**src/rtl/brd_pwr_ctrl_pkg.sv**
```systemverilog
package brd_pwr_ctrl_pkg;
  localparam int unsigned REG_W = 8;

  localparam int unsigned B_RS232   = 0;
  localparam int unsigned B_USB     = 1;
  localparam int unsigned B_LCD     = 2;
  localparam int unsigned B_SW5V    = 3;
  localparam int unsigned B_CLKOFF  = 4;
  localparam int unsigned B_FASTSTB = 5;
  localparam int unsigned B_TTL     = 6;
  localparam int unsigned B_SCRATCH = 7;

  typedef logic [REG_W-1:0] ctrl_t;

  // Bit kept across warm reset
  function automatic bit spared_by_warm(input int unsigned idx);
    return idx == B_SCRATCH;
  endfunction

  // Bit whose writability and default come from the jumper
  function automatic bit jumper_bound(input int unsigned idx);
    return idx == B_SCRATCH ? 1'b0 : (idx == B_SW5V);
  endfunction

  // Value a bit takes on any reset, given jumper fitted (1) or absent (0)
  function automatic logic reset_value(input int unsigned idx, input logic fitted);
    return jumper_bound(idx) ? ~fitted : 1'b0;
  endfunction

  // Read view: locked regulator bit always reads 0
  function automatic ctrl_t read_view(input ctrl_t stored, input logic locked);
    ctrl_t v;
    v = stored;
    if (locked) v[B_SW5V] = 1'b0;
    return v;
  endfunction
endpackage

```
**src/rtl/brd_pwr_ctrl_jumper.sv**
```systemverilog
module brd_pwr_ctrl_jumper (
  input  logic clk,
  input  logic por_n,
  input  logic jumper_in,
  output logic locked
);
  // Follows the jumper only while power-on reset is held
  logic sample_now;
  assign sample_now = ~por_n;

  always_ff @(posedge clk) begin
    if (sample_now) locked <= jumper_in;
  end

  AST_LOCK_FROZEN: assert property (@(posedge clk) disable iff (!por_n)
    por_n |=> $stable(locked));
endmodule

```
**src/rtl/brd_pwr_ctrl_cell.sv**
```systemverilog
module brd_pwr_ctrl_cell #(
  parameter bit SPARED = 1'b0
) (
  input  logic clk,
  input  logic por_n,
  input  logic sys_rst_n,
  input  logic rst_val,
  input  logic lock,
  input  logic wr_hit,
  input  logic wr_bit,
  output logic q
);
  logic warm_evt;
  logic write_evt;
  assign warm_evt  = ~sys_rst_n;
  assign write_evt = wr_hit & sys_rst_n & ~lock;

  always_ff @(posedge clk) begin
    if (!por_n)           q <= rst_val;
    else if (lock)        q <= 1'b0;
    else if (warm_evt) begin
      if (!SPARED)        q <= rst_val;
    end
    else if (write_evt)   q <= wr_bit;
  end

  generate
    if (SPARED) begin : g_spared
      AST_SCRATCH_KEPT: assert property (@(posedge clk) disable iff (!por_n)
        warm_evt |=> $stable(q));
    end else begin : g_plain
      AST_WARM_RESTORE: assert property (@(posedge clk) disable iff (!por_n)
        warm_evt |=> (q == $past(rst_val)));
    end
  endgenerate
endmodule

```
**src/rtl/brd_pwr_ctrl.sv**
```systemverilog
module brd_pwr_ctrl
  import brd_pwr_ctrl_pkg::*;
(
  input  logic       clk,
  input  logic       por_n,
  input  logic       sys_rst_n,
  input  logic       jumper_in,
  input  logic       cs,
  input  logic       we,
  input  logic       re,
  input  logic [7:0] wdata,
  output logic [7:0] rdata,
  output logic       rs232_pwr_en,
  output logic       usb_pwr_en,
  output logic       lcd_pwr_en,
  output logic       sw5v_en,
  output logic       xbus_clk_off,
  output logic       xbus_fast_strobe,
  output logic       uart3_ttl_sel,
  output logic       scratch_flag
);
  logic  jmp_locked;
  logic  fitted_now;
  logic  wr_hit;
  logic  rd_hit;
  ctrl_t ctrl;

  assign wr_hit = cs & we;
  assign rd_hit = cs & re;
  // during power-on reset the live pin decides; afterwards the stored sample
  assign fitted_now = por_n ? jmp_locked : jumper_in;

  brd_pwr_ctrl_jumper u_jmp (
    .clk       (clk),
    .por_n     (por_n),
    .jumper_in (jumper_in),
    .locked    (jmp_locked)
  );

  for (genvar i = 0; i < REG_W; i++) begin : g_bit
    logic cell_lock;
    if (jumper_bound(i)) begin : g_jb
      assign cell_lock = jmp_locked;
    end else begin : g_free
      assign cell_lock = 1'b0;
    end
    brd_pwr_ctrl_cell #(.SPARED(spared_by_warm(i))) u_cell (
      .clk       (clk),
      .por_n     (por_n),
      .sys_rst_n (sys_rst_n),
      .rst_val   (reset_value(i, fitted_now)),
      .lock      (cell_lock),
      .wr_hit    (wr_hit),
      .wr_bit    (wdata[i]),
      .q         (ctrl[i])
    );
  end

  assign rdata = rd_hit ? read_view(ctrl, jmp_locked) : '0;

  assign rs232_pwr_en     = ctrl[B_RS232];
  assign usb_pwr_en       = ctrl[B_USB];
  assign lcd_pwr_en       = ctrl[B_LCD];
  assign sw5v_en          = ctrl[B_SW5V] & ~jmp_locked;
  assign xbus_clk_off     = ctrl[B_CLKOFF];
  assign xbus_fast_strobe = ctrl[B_FASTSTB];
  assign uart3_ttl_sel    = ctrl[B_TTL];
  assign scratch_flag     = ctrl[B_SCRATCH];

  AST_LOCKED_OFF: assert property (@(posedge clk) disable iff (!por_n)
    jmp_locked |=> !ctrl[B_SW5V]);
  AST_WRITE_LANDS: assert property (@(posedge clk) disable iff (!por_n || !sys_rst_n)
    (wr_hit && sys_rst_n) |=> ({rs232_pwr_en, usb_pwr_en, lcd_pwr_en} ==
                               {$past(wdata[0]), $past(wdata[1]), $past(wdata[2])}));
  AST_NO_STRAY_WRITE: assert property (@(posedge clk) disable iff (!por_n || !sys_rst_n)
    (!wr_hit && sys_rst_n) |=> $stable(ctrl));
  AST_IDLE_READ: assert property (@(posedge clk) disable iff (!por_n)
    !rd_hit |-> (rdata == 8'h00));
endmodule

```
**config.mk**
```make
export PLATFORM = sky130hd
export DESIGN_NAME = brd_pwr_ctrl
export DESIGN_NICKNAME = d
export VERILOG_FILES = /design/src/rtl/brd_pwr_ctrl_pkg.sv /design/src/rtl/brd_pwr_ctrl_jumper.sv /design/src/rtl/brd_pwr_ctrl_cell.sv /design/src/rtl/brd_pwr_ctrl.sv
export SDC_FILE = /design/constraint.sdc
export NUM_CORES = 1
export LEC_CHECK = 0
export ABC_CLOCK_PERIOD_IN_PS = 1600
export CAP_MARGIN = 15
export CORE_MARGIN = 3
export CORE_UTILIZATION = 30
export CTS_CLUSTER_SIZE = 25
export DETAILED_ROUTE_END_ITERATION = 8
export PLACE_DENSITY = 0.69
export SETUP_SLACK_MARGIN = 0.15
export SLEW_MARGIN = 5
export SYNTH_ARGS = -nofsm -noshare
export SYNTH_HDL_FRONTEND = slang
export SYNTH_SLANG_ARGS = --single-unit
```
**constraint.sdc**
```tcl
create_clock -name clk -period 1.6 [get_ports clk]
set_input_delay 0.32 -clock clk [delete_from_list [all_inputs] [get_ports clk]]
set_output_delay 0.32 -clock clk [all_outputs]
set_load 0.02 [all_outputs]
```
## Word-level counts from Yosys, hierarchy flattened

Cells that the tools add are included.
W data, S select, Z words.

- Output and inout bits: 16
- Logic and storage cells: 26
- Flip-flop bits (word level): 9
- Input bits: 15

- Reductions and logical operators: 2
- Muxes and demuxes: 7
- Bitwise logic cells: 7
- Equality and inequality tests: 1

Operators by type and width:

| operator | number |
|---|---|
| $mux W8 | 1 |
| $mux W1 | 6 |
| $and A1 B1 Y1 | 5 |
| $ne A4 B2 Y1 const B | 1 |
| $reduce_and A2 Y1 | 2 |
| $not A1 Y1 | 2 |

## Logic depth before layout (Yosys ltp)

- Depth after elaboration: 7
- Mapped depth: 3
- Mapped depth without buffers: 2

## Cells and area by module

From an unflattened synthesis, not the netlist that was laid out.

- Cell total of the unflattened synthesis: 69
- Area, all modules: 634.4 µm²

By module, submodules not included:

| module | seq. area each (µm²) | cells each | times used | area an instance (µm²) |
|---|---|---|---|---|
| brd_pwr_ctrl_cell at g_bit[0].u_cell ... | 30.0 | 7 | 7 | 65.1 |
| brd_pwr_ctrl | 0.0 | 12 | 1 | 90.1 |
| brd_pwr_ctrl_cell at g_bit[7].u_cell | 30.0 | 6 | 1 | 55.1 |
| brd_pwr_ctrl_jumper | 30.0 | 2 | 1 | 33.8 |

## Least setup slack after synthesis

Ideal clock, no wire load.

- Path type: reg-to-output
- Start point: reg g_bit[3].u_cell.q
- End point: out rdata[3]
- Cell stages (with the launch flop): 3
- Data arrival time: 0.980 ns
- Setup slack: 0.300 ns
- Cells stage by stage: edfxtp_1 -> nor2b_1 -> and3_1

- Word-level cells in the longest chain between the ends: 2

RTL lines:

| item | line | RTL |
|---|---|---|
| start: declaration | brd_pwr_ctrl_cell.sv:11 | `output logic q` |
| start signal: assignment | brd_pwr_ctrl_cell.sv:19 | `if (!por_n) q <= rst_val;` |
| start signal: assignment | brd_pwr_ctrl_cell.sv:22 | `if (!SPARED) q <= rst_val;` |
| start signal: assignment | brd_pwr_ctrl_cell.sv:24 | `else if (write_evt) q <= wr_bit;` |
| $mux W1 | brd_pwr_ctrl_pkg.sv:34 | `if (locked) v[B_SW5V] = 1'b0;` |
| $mux W8 | brd_pwr_ctrl.sv:59 | `assign rdata = rd_hit ? read_view(ctrl, jmp_locked) : '0;` |
| end: declaration | brd_pwr_ctrl.sv:12 | `output logic [7:0] rdata,` |

No other way between the ends.

## Worst setup path after layout

Ends and elaborated chain as after synthesis.

==> summary.txt <==
Outcome -> finished clean
CP Launch Type -> flip-flop
CP Class -> reg -> out
Post-route non-filler standard cell count -> 106
Worst Setup Slack, final -> 205 ps
Max VDD drop -> 0.402 mV
Fin. Hold Viols -> 0
DRT antenna net count -> 0
Final Critical Period -> 1400 ps
Final period util -> 87.2%
RR Endpoint -> g_bit[3].u_cell.q
Die Ht -> 45.4 um
Final Max Slew Viols -> 0
CP max-delay cell -> edfxtp_1
Pin count of the biggest net entering global routing -> 9
Biggest fanout along the worst timing path -> 2
Nets@finish -> 107
Cell variety after synth -> 21
Critical path depth -> 3
Clock Sinks -> 9
Post-synthesis net count -> 65
GRT Total Usage -> 14.9%
Worst r2r src -> u_jmp.locked
I/O pin count -> 31
DP HPWL -> 974 um
RSZ-0062 raised after global routing -> no
HP Class -> reg -> reg
Core ar. -> 1380 um2
First-pass iteration count of the detailed router -> 4
Initial DRC Count -> 8
Reg2reg path depth -> 2
Htree depth -> 1
Die Area -> 2060 um2
Syn avg cell area -> 9.33 um2
CP endpoint -> rdata[3]
Worst path bufs/invs -> 1
Clock root buffer -> clkbuf_4
CTS buffer count -> 3
CP delay by family, top -> flip-flops
Initial Util -> 33.8%
Share of layout cells above drive strength 1 -> 29.7%
Number of synthesized register bits -> 9
Global-route wire length before repair -> 2150 um
Area grow syn2layout -> 76.4%
Relative slew slack -> 82.6%
Data required time of the worst path -> 1280 ps
Slack of the worst reg-to-reg path -> 700 ps
Antenna cells -> 0
Pwr/cell area -> 660 nW/um2
DR vias -> 531
Pleak -> 0.000420 uW
Longest Clk Path Bufs -> 2
Fmax -> 717 MHz
Area of the multi-input gates -> 249 um2
Setup slack at placement -> -456 ps
Die W -> 45.4 um
CTS tree -> built
Clock-pin slew on the worst setup and hold paths -> 60 ps
Worst Setup End Kind -> primary output
Clock latency on the worst-skew pair -> 260 ps
Port buffer count -> 30
Reg area -> 190 um2
Grt ovf -> 0
Cells after Synth -> 50
Filler Cell Count -> 128
Residual DRC count -> 0
Worst-margin pin slew -> 261 ps
Setup crit start -> g_bit[3].u_cell.q
Initial antenna violation count -> 0
Placer Congestion -> 0.691
Via/cell ratio -> 5.01
Vias in the first global route -> 491
DR WL/cell -> 12.4 um
Crit path DAT -> 1080 ps
Placed Instances -> 101
Site row count -> 13
Total wire length -> 1320 um
Crit-path cells -> nor2b_1 > and3_1 > buf_2
Max Cap Viol -> 0
Max incr delay on CP -> 340 ps
Clk_skew -> 0.0645 ps
Sequential element share of the synthesized area -> 40.8%
Final setup violation count -> 0
Netlist Area Pre-Place -> 467 um2
Warnings, synthesis -> 0
[worst register-to-register path, cell delays in order (launching register included)]
cell and delay, ps:
dfxtp_1 310, buf_4 130, a211o_1 230
[synth_stat cells, drive strengths merged]
| cell type | n | area (um2) |
|---|---|---|
| nand3 | 7 | 40.0 |
| mux2i | 1 | 10.0 |
| dfxtp | 8 | 160 |
| edfxtp | 1 | 30.0 |
| a31o | 1 | 8.76 |
| nand2 | 3 | 13.8 |
| buf | 3 | 23.8 |
| nor2 | 1 | 3.75 |
| inv | 1 | 3.75 |
| and3 | 8 | 50.1 |
| nor2b | 1 | 6.26 |
| a211o | 1 | 8.76 |
| a21oi | 6 | 30.0 |
| mux2 | 1 | 11.3 |
| nand2b | 1 | 6.26 |
| a21bo | 6 | 60.1 |
[cell usage in the layout, fill, tap and decap left out, types with 2 or more instances in the layout]
cell type        synthesis  routed
clkdlybuf4s50_1          0      12
buf_4                    1       9
and3_1                   8       8
dfxtp_1                  8       8
dlygate4sd2_1            0       8
buf_2                    1       7
nand3_1                  6       6
a21oi_1                  6       6
a21bo_1                  4       4
clkbuf_4                 0       3
a21bo_2                  2       2
nand2_1                  2       2
clkdlybuf4s15_1          0       2
buf_6                    1       2
[registers in the layout, summed over array words and instances, names as in the netlist]
name            flops
g_bit.u_cell.q      8
u_jmp.locked        1
[through the flow]
| stage | setup TNS [ps] | hold WS [ps] | instance area [um2] | total power, uW | utilization [%] |
|---|---|---|---|---|---|
| CTS | 0 | 487 | 840 | 549 | 60.7 |
| global placement | -3510 | 466 | 830 | 375 | 60.0 |
| global route | 0 | 544 | 823 | 572 | 59.5 |
| detailed placement | -3510 | 468 | 830 | 375 | 60.0 |
| finish | 0 | 485 | 823 | 543 | 59.5 |
| floorplan | 0 | 459 | 467 | 296 | - |
[worst min-delay path by stage]
stage	startpoint	end	slack [ps]	cells after the start
after global routing	g_bit[7].u_cell.q	g_bit[7].u_cell.q	540	2
after global placement	g_bit[7].u_cell.q	g_bit[7].u_cell.q	470	2
final	g_bit[7].u_cell.q	g_bit[7].u_cell.q	480	2
after floorplan	wdata[7]	g_bit[7].u_cell.q	460	2
after detailed placement	g_bit[7].u_cell.q	g_bit[7].u_cell.q	470	2
after CTS	g_bit[7].u_cell.q	g_bit[7].u_cell.q	490	2
[per-layer routing]
metal / track usage (%) / up-vias / routed length (um)
li1: - / 269 / -
met2: 18.7 / 30 / 491
met4: 8.77 / 0 / 29
met5: 0 / - / 0
met3: 5.93 / 4 / 147
met1: 20.8 / 228 / 647
[power by group]
group	leakage, uW	total (uW)	switching (uW)	internal (uW)
Sequential	0.0000760	242	4.01	238
Clock	0.0000150	177	80.7	96.2
Combinational	0.000329	124	53.4	70.6
Total	0.000420	543	138	405
[final cells by class]
class | instances | area share (%)
Timing Repair Buffer | 40 | 40.7
Multi-Input combinational cell | 37 | 30.2
Sequential cell | 9 | 23.1
Clock buffer | 4 | 3.19
Tap cell | 15 | 2.28
Inverter | 1 | 0.456
[cell families after synthesis]
| family | count (synthesis) | share of synthesized area, % |
|---|---|---|
| multiplexers | 2 | 4.56 |
| AND/OR/NAND/NOR | 21 | 25.7 |
| flip-flops | 9 | 40.8 |
| AO/OA/AOI/OAI | 14 | 23.1 |
| buffers and inverters | 4 | 5.90 |
[what timing repair did]
action | CTS | global route
buffers inserted | 1 | 0
resized for setup | 42 | 5
endpoints found under the setup margin | 16 | 4
pin swaps | 0 | 0
cloned | 0 | 0
hold buffers | 0 | 0
Power figures use the tool's default switching activity.
